### src/rtl/pic_pkg.sv
package pic_pkg;
  localparam int DW     = 16;
  localparam int AW     = 24;
  localparam int RW     = 5;
  localparam int VEC_W  = 7;
  localparam int NSLOT  = 2;

  localparam int A_PRIO = 0;
  localparam int A_EN   = 8;
  localparam int A_VBA  = 16;
  localparam int A_FM   = 17;
  localparam int A_FA   = 19;

  typedef logic [1:0] lvl_t;
endpackage

### src/rtl/pic_cfg_regs.sv
module pic_cfg_regs
  import pic_pkg::*;
#(
  parameter int NUM_SRC = 16
) (
  input  logic                         clk_i,
  input  logic                         rst_ni,
  input  logic                         wr_en_i,
  input  logic [RW-1:0]                wr_addr_i,
  input  logic [DW-1:0]                wr_data_i,
  output logic [2*NUM_SRC-1:0]         prio_o,
  output logic [NUM_SRC-1:0]           en_o,
  output logic [DW-1:0]                vba_o,
  output logic [NSLOT-1:0][VEC_W-1:0]  fm_o,
  output logic [NSLOT-1:0][AW-1:0]     fa_o
);
  localparam int NPW = NUM_SRC / 8;
  localparam int NEW = NUM_SRC / 16;
  localparam int HW  = AW - DW;

  for (genvar w = 0; w < NPW; w++) begin : g_prio
    always_ff @(posedge clk_i or negedge rst_ni) begin
      if (!rst_ni) prio_o[w*DW +: DW] <= '0;
      else if (wr_en_i && wr_addr_i == RW'(A_PRIO + w)) prio_o[w*DW +: DW] <= wr_data_i;
    end
  end

  for (genvar w = 0; w < NEW; w++) begin : g_en
    always_ff @(posedge clk_i or negedge rst_ni) begin
      if (!rst_ni) en_o[w*DW +: DW] <= '0;
      else if (wr_en_i && wr_addr_i == RW'(A_EN + w)) en_o[w*DW +: DW] <= wr_data_i;
    end
  end

  always_ff @(posedge clk_i or negedge rst_ni) begin
    if (!rst_ni) vba_o <= '0;
    else if (wr_en_i && wr_addr_i == RW'(A_VBA)) vba_o <= wr_data_i;
  end

  for (genvar s = 0; s < NSLOT; s++) begin : g_slot
    always_ff @(posedge clk_i or negedge rst_ni) begin
      if (!rst_ni) begin
        fm_o[s] <= '0;
        fa_o[s] <= '0;
      end else if (wr_en_i) begin
        if (wr_addr_i == RW'(A_FM + s))       fm_o[s] <= wr_data_i[VEC_W-1:0];
        if (wr_addr_i == RW'(A_FA + 2*s))     fa_o[s][DW-1:0] <= wr_data_i;
        if (wr_addr_i == RW'(A_FA + 2*s + 1)) fa_o[s][AW-1:DW] <= wr_data_i[HW-1:0];
      end
    end
  end
endmodule

### src/rtl/pic_arbiter.sv
module pic_arbiter
  import pic_pkg::*;
#(
  parameter int NUM_SRC = 16,
  localparam int IW = $clog2(NUM_SRC)
) (
  input  logic                 clk_i,
  input  logic                 rst_ni,
  input  logic [NUM_SRC-1:0]   req_i,
  input  logic [NUM_SRC-1:0]   en_i,
  input  logic [2*NUM_SRC-1:0] prio_i,
  output logic                 win_v_o,
  output logic [IW-1:0]        win_idx_o,
  output lvl_t                 win_lvl_o
);
  // descending scan with >= leaves the lowest index among equal levels
  always_comb begin
    win_v_o   = 1'b0;
    win_idx_o = '0;
    win_lvl_o = '0;
    for (int i = NUM_SRC - 1; i >= 0; i--) begin
      if (req_i[i] && en_i[i] && (!win_v_o || prio_i[2*i +: 2] >= win_lvl_o)) begin
        win_v_o   = 1'b1;
        win_idx_o = IW'(i);
        win_lvl_o = prio_i[2*i +: 2];
      end
    end
  end

  p_win_real_r2: assert property (@(posedge clk_i) disable iff (!rst_ni)
    win_v_o |-> (req_i[win_idx_o] && en_i[win_idx_o]));
  p_win_none_r2: assert property (@(posedge clk_i) disable iff (!rst_ni)
    !win_v_o |-> ((req_i & en_i) == '0));
endmodule

### src/rtl/pic_level_stack.sv
module pic_level_stack
  import pic_pkg::*;
#(
  parameter int DEPTH = 4,
  localparam int CW = $clog2(DEPTH + 1),
  localparam int IW = (DEPTH > 1) ? $clog2(DEPTH) : 1
) (
  input  logic clk_i,
  input  logic rst_ni,
  input  logic push_i,
  input  logic pop_i,
  input  lvl_t push_lvl_i,
  output lvl_t cur_o,
  output logic full_o
);
  lvl_t          stk_q [DEPTH];
  logic [CW-1:0] cnt_q;
  lvl_t          cur_q;
  logic          empty;

  assign empty  = (cnt_q == '0);
  assign full_o = (cnt_q == CW'(DEPTH));
  assign cur_o  = cur_q;

  always_ff @(posedge clk_i or negedge rst_ni) begin
    if (!rst_ni) begin
      cnt_q <= '0;
      cur_q <= '0;
      for (int i = 0; i < DEPTH; i++) stk_q[i] <= '0;
    end else if (push_i && !full_o) begin
      stk_q[IW'(cnt_q)] <= cur_q;
      cur_q             <= push_lvl_i;
      cnt_q             <= cnt_q + 1'b1;
    end else if (pop_i && !empty) begin
      cur_q <= stk_q[IW'(cnt_q - 1'b1)];
      cnt_q <= cnt_q - 1'b1;
    end
  end

  p_no_overflow_r6: assert property (@(posedge clk_i) disable iff (!rst_ni)
    cnt_q <= CW'(DEPTH));
  p_push_count_r5: assert property (@(posedge clk_i) disable iff (!rst_ni)
    (push_i && !full_o) |=> cnt_q == $past(cnt_q) + 1'b1);
  p_empty_base_r5: assert property (@(posedge clk_i) disable iff (!rst_ni)
    empty |-> cur_q == '0);
  p_hold_r4: assert property (@(posedge clk_i) disable iff (!rst_ni)
    (!push_i && !pop_i) |=> $stable(cur_q));
endmodule

### src/rtl/nest_irq_ctrl.sv
module nest_irq_ctrl
  import pic_pkg::*;
#(
  parameter int NUM_SRC = 16,
  parameter int DEPTH   = 4
) (
  input  logic               clk_i,
  input  logic               rst_ni,
  input  logic [NUM_SRC-1:0] irq_req_i,
  input  logic               wr_en_i,
  input  logic [RW-1:0]      wr_addr_i,
  input  logic [DW-1:0]      wr_data_i,
  input  logic [1:0]         core_mask_i,
  input  logic               ack_i,
  input  logic               ret_i,
  output logic               irq_o,
  output logic [VEC_W-1:0]   vec_o,
  output logic [AW-1:0]      vaddr_o,
  output logic               fast_o,
  output logic [1:0]         cur_lvl_o
);
  localparam int IW = $clog2(NUM_SRC);
  localparam lvl_t FAST_LVL = 2'd2;

  logic [2*NUM_SRC-1:0]        prio;
  logic [NUM_SRC-1:0]          en;
  logic [DW-1:0]               vba;
  logic [NSLOT-1:0][VEC_W-1:0] fm;
  logic [NSLOT-1:0][AW-1:0]    fa;
  logic                        win_v;
  logic [IW-1:0]               win_idx;
  lvl_t                        win_lvl, cur_lvl, next_lvl;
  logic                        full, allowed, push, pop;
  logic [VEC_W-1:0]            win_vec;
  logic [NSLOT-1:0]            hit;
  logic [AW-1:0]               norm_addr, fast_addr;

  pic_cfg_regs #(.NUM_SRC(NUM_SRC)) u_regs (
    .clk_i, .rst_ni, .wr_en_i, .wr_addr_i, .wr_data_i,
    .prio_o(prio), .en_o(en), .vba_o(vba), .fm_o(fm), .fa_o(fa)
  );

  pic_arbiter #(.NUM_SRC(NUM_SRC)) u_arb (
    .clk_i, .rst_ni, .req_i(irq_req_i), .en_i(en), .prio_i(prio),
    .win_v_o(win_v), .win_idx_o(win_idx), .win_lvl_o(win_lvl)
  );

  pic_level_stack #(.DEPTH(DEPTH)) u_stk (
    .clk_i, .rst_ni, .push_i(push), .pop_i(pop), .push_lvl_i(next_lvl),
    .cur_o(cur_lvl), .full_o(full)
  );

  assign win_vec  = VEC_W'(win_idx);
  assign allowed  = win_v && (win_lvl >= lvl_t'(core_mask_i)) && (win_lvl >= cur_lvl) && !full;
  assign next_lvl = (win_lvl == 2'd3) ? 2'd3 : win_lvl + 2'd1;
  assign push     = ack_i && allowed;
  assign pop      = ret_i && !push;

  for (genvar s = 0; s < NSLOT; s++) begin : g_hit
    assign hit[s] = (fm[s] == win_vec);
  end

  assign norm_addr = {vba, {(AW-DW){1'b0}}} + AW'({win_vec, 1'b0});

  // lower slot index wins on a double match
  always_comb begin
    fast_addr = '0;
    for (int s = NSLOT - 1; s >= 0; s--) if (hit[s]) fast_addr = fa[s];
  end

  logic is_fast;
  assign is_fast   = allowed && (win_lvl == FAST_LVL) && (|hit);
  assign irq_o     = allowed;
  assign vec_o     = allowed ? win_vec : '0;
  assign fast_o    = is_fast;
  assign vaddr_o   = !allowed ? '0 : (is_fast ? fast_addr : norm_addr);
  assign cur_lvl_o = cur_lvl;

  p_ack_level_r4: assert property (@(posedge clk_i) disable iff (!rst_ni)
    (ack_i && irq_o) |=> (cur_lvl_o > $past(cur_lvl_o)) || ($past(cur_lvl_o) == 2'd3));
  p_fast_match_r8: assert property (@(posedge clk_i) disable iff (!rst_ni)
    fast_o |-> (irq_o && (vec_o == fm[0] || vec_o == fm[1])));
  p_quiet_r11: assert property (@(posedge clk_i) disable iff (!rst_ni)
    !irq_o |-> (vaddr_o == '0 && !fast_o));
endmodule

### config.mk
export PLATFORM = sky130hd
export DESIGN_NAME = nest_irq_ctrl
export DESIGN_NICKNAME = d
export VERILOG_FILES = /design/src/rtl/pic_pkg.sv /design/src/rtl/pic_cfg_regs.sv /design/src/rtl/pic_arbiter.sv /design/src/rtl/pic_level_stack.sv /design/src/rtl/nest_irq_ctrl.sv
export SDC_FILE = /design/constraint.sdc
export NUM_CORES = 1
export LEC_CHECK = 0
export BUFFER_PORTS_ARGS = -buffer_cell sky130_fd_sc_hd__buf_2
export CAP_MARGIN = 0
export CELL_PAD_IN_SITES_DETAIL_PLACEMENT = 0
export CELL_PAD_IN_SITES_GLOBAL_PLACEMENT = 2
export CORE_MARGIN = 4
export CORE_UTILIZATION = 40
export CTS_CLUSTER_SIZE = 24
export DETAILED_ROUTE_END_ITERATION = 7
export MAX_ROUTING_LAYER = met4
export PLACE_DENSITY_LB_ADDON = 0.08
export SLEW_MARGIN = 15
export SYNTH_ARGS = -nofsm -noshare
export SYNTH_HDL_FRONTEND = slang
export SYNTH_SLANG_ARGS = --single-unit
### constraint.sdc
create_clock -name clk_i -period 34.8 [get_ports clk_i]
set_input_delay 3.48 -clock clk_i [delete_from_list [all_inputs] [get_ports clk_i]]
set_output_delay 3.48 -clock clk_i [all_outputs]
set_load 0.05 [all_outputs]
==> metrics.yaml <==
outcome:
  status: "completed"
clocking:
  clk_path_buf_depth: 2
  clk_pin_slew_ns: 0.07
  clkSinkCount: 139
  insertion_delay_ns: 0.43
  ctsHoldBuffers: 0
  ctsRootBufferMaster: "clkbuf_16"
  h-tree-depth: 4
  numCtsBuffers: 17
  cts_setup_buffers: 0
  cts_tree: "yes"
  cts_resized: 0
synth:
  yosysSeqAreaShare: 0.427
  async_flop_share: 1.00
  ys.flop_type: "dfrtp_1"
  synth_edf_count: 0
  yosys_warnings: 0
  ys_types: 84
  yosys_register_bits: 139
  avgSynthCellArea_um2: 11.1
  synth_cells: 734
  synth_area_um2: 8140
global_route:
  grt_pass1_wl_um: 35700
  grt-ovfl-total: 0
  grt_max_degree: 90
  antenna_found_initial: 0
  grt_pass1_vias: 6231
  grt_use_total: 0.212
floorplan:
  die_area_um2: 22700
  core_um2: 19700
  io_pins: 79
  die_x_um: 151
  dieHeight_um: 151
  rows: 51
  start_util: 0.413
worst_hold_path:
  hold_class: "flop to flop"
  holdPathStages: 2
  hp-start: "u_stk.stk_q[7]"
  min_to: "u_stk.stk_q[7]"
setup_path:
  crit_arrival_ns: 28.18
  start_kind: "input pin"
  cp_slowest_cell: "or3b_1"
  r2r-start: "u_regs.en_o[15]"
  crit_fanout: 23
  timing.rr.end: "u_stk.stk_q[0]"
  critPathRequiredTime_ns: 31.32
  worstSetupPathType: "input pin to primary output"
  worst_r2r_path_depth: 102
  critPathBufInv: 4
  r2r_setup_slack_ns: 10.36
  critPathMostFrequentCell: "ha_1"
  end_kind: "primary output"
  crit_family: "compound AO/OA/AOI/OAI gates"
  cpPeakStageDelay_ns: 0.72
finish:
  drive_gt1_frac: 0.342
  regArea_um2: 3480
  area_delta_synth_final_pct: 15.3
  fin_nets: 881
  multi_input_area_um2: 4430
  fin_area_um2: 9380
  fill_cells: 1789
route:
  wirelength_um: 22700
  drt_iter0_markers: 290
  drcViolationCount: 0
  num_vias: 6129
  vias_per_cell: 5.65
  wl_per_cell_um: 20.9
  first_pass_iters: 5
  antenna_left: 0
sta:
  drv_slew: 0
  hold_slack_ns: 0.490
  rsz0062_at_grt: "false"
  tightest_slew_ns: 1.13
  min_period_over_period: 0.910
  skew_ns: 0.00935
  tns_ns: 0
  period_needed_ns: 31.66
  hold_viol_final: 0
  clock.fmax_mhz: 31.6
  setup_viol: 0
  slew_headroom: 0.242
power:
  p_per_area_nw_per_um2: 80.5
  power_leakage_nw: 4.34
  vdd_ir_drop_max_v: 0.0000435
place:
  port_buffers: 75
  place.detailed.hpwl_um: 16200
  gp_congestion: 0.868
  postPlaceCellArea_um2: 8760
run:
  maxCapViolCount: 0
-- per-stage QoR --
stage | utilization | cells | worst slack [ns] | total power, mW
6_report | 0.476 | 1084 | 3.14 | 0.756
5_1_grt | 0.476 | 1083 | 1.21 | 0.803
2_1_floorplan | - | 736 | 6.51 | 0.482
3_5_place_dp | 0.444 | 1051 | 3.33 | 0.568
3_3_place_gp | 0.444 | 1051 | 3.82 | 0.561
4_1_cts | 0.476 | 1083 | 3.25 | 0.761
-- registers in the layout (all words and copies together), names as in the netlist --
| signal | count |
|---|---|
| u_regs.fa_o | 48 |
| u_stk.stk_q | 8 |
| u_regs.vba_o | 16 |
| u_regs.prio_o | 32 |
| u_stk.cnt_q | 3 |
| u_stk.cur_o | 2 |
| u_regs.fm_o | 14 |
| u_regs.en_o | 16 |
-- synthesized netlist by cell type (5+ instances only) --
cell type    n  area share
nand3_1     22       0.014
nand2b_1    18       0.014
dfrtp_1    139        0.43
o21ai_0     15      0.0092
nor2b_1      5      0.0038
inv_1       28       0.013
nor4_1       7      0.0054
o21a_1      19       0.018
o221a_1     17       0.024
buf_1        8      0.0037
and2_1       6      0.0046
mux2_2     143        0.20
ha_1        32       0.049
buf_4        5      0.0046
nor3_1      14      0.0086
a21o_1       7      0.0065
nor2_1      34       0.016
and3_1       5      0.0038
a21oi_1     27       0.017
a211oi_1     6      0.0055
nand2_1     55       0.025
clkbuf_1    13      0.0060
or2_2        5      0.0038
mux2i_1      8      0.0098
-- worst max path at each step --
| stage | from | endpoint | slack (ns) | cells past startpoint |
|---|---|---|---|---|
| finish | irq_req_i[15] | vaddr_o[20] | 3.14 | 104 |
| detailed placement | irq_req_i[15] | vaddr_o[17] | 3.33 | 104 |
| global route | irq_req_i[15] | vaddr_o[17] | 1.21 | 105 |
| CTS | irq_req_i[15] | vaddr_o[17] | 3.25 | 104 |
| floorplan | irq_req_i[15] | vaddr_o[2] | 6.51 | 102 |
| global placement | irq_req_i[15] | vaddr_o[17] | 3.82 | 104 |
-- metal layers --
layer / GRT usage / wire length (um)
met1: 0.297 / 11100
met2: 0.322 / 10400
met5: - / 0
met3: 0.0421 / 882
met4: 0.0449 / 349
-- cell usage in the layout, fill, tap and decap left out, types with 4 or more instances in the layout --
cell type    n
nor2_1      34
nor3b_1      4
a21oi_1     27
buf_2       74
ha_1        32
o221a_1     17
o21a_1      19
inv_1       28
o21ai_0     15
dfrtp_1    139
nand2_1     55
buf_4        4
inv_8        6
and3_1       5
nand2b_1    18
a22oi_1      4
nor3_1      14
mux2_2     143
nor2b_1      5
nor4_1       6
clkbuf_16   17
nand3b_1     4
o31ai_1      4
mux2i_1      8
or2_2        5
nand3_1     22
a211oi_1     6
a21o_1       7
clkinv_8     4
and2_1       6
-- area by class of cell --
class,count,area share
flip-flops and latches,139,0.371
well taps,265,0.0353
multi-input cells,540,0.472
clock buffers,17,0.0453
repair buffers,79,0.0439
clock inverters,15,0.0209
diodes,1,0.000267
inverters,28,0.0112
-- report_power, final --
| part | total, mW | internal (mW) | switching (mW) |
|---|---|---|---|
| clock network | 0.190 | 0.104 | 0.0853 |
| logic | 0.342 | 0.132 | 0.210 |
| registers | 0.224 | 0.197 | 0.0266 |
| total | 0.756 | 0.434 | 0.322 |
-- tightest hold or removal path: cells and delay by family, from the launching register on --
kind               cells  cell delay [ns]
and+or+nand+nor        1             0.05
DFF                    1             0.34
AOI/OAI and AO/OA      1             0.06
-- logic make-up after synthesis --
group | count (synthesis) | synth area share
compound gates | 149 | 0.148
xor+xnor | 3 | 0.00323
fa+ha+maj | 33 | 0.0504
buf+inv | 57 | 0.0306
flops | 139 | 0.427
mux | 154 | 0.215
other cells | 1 | 0.000461
simple gates | 198 | 0.125
No activity file was read; power rests on OpenSTA's default activity.
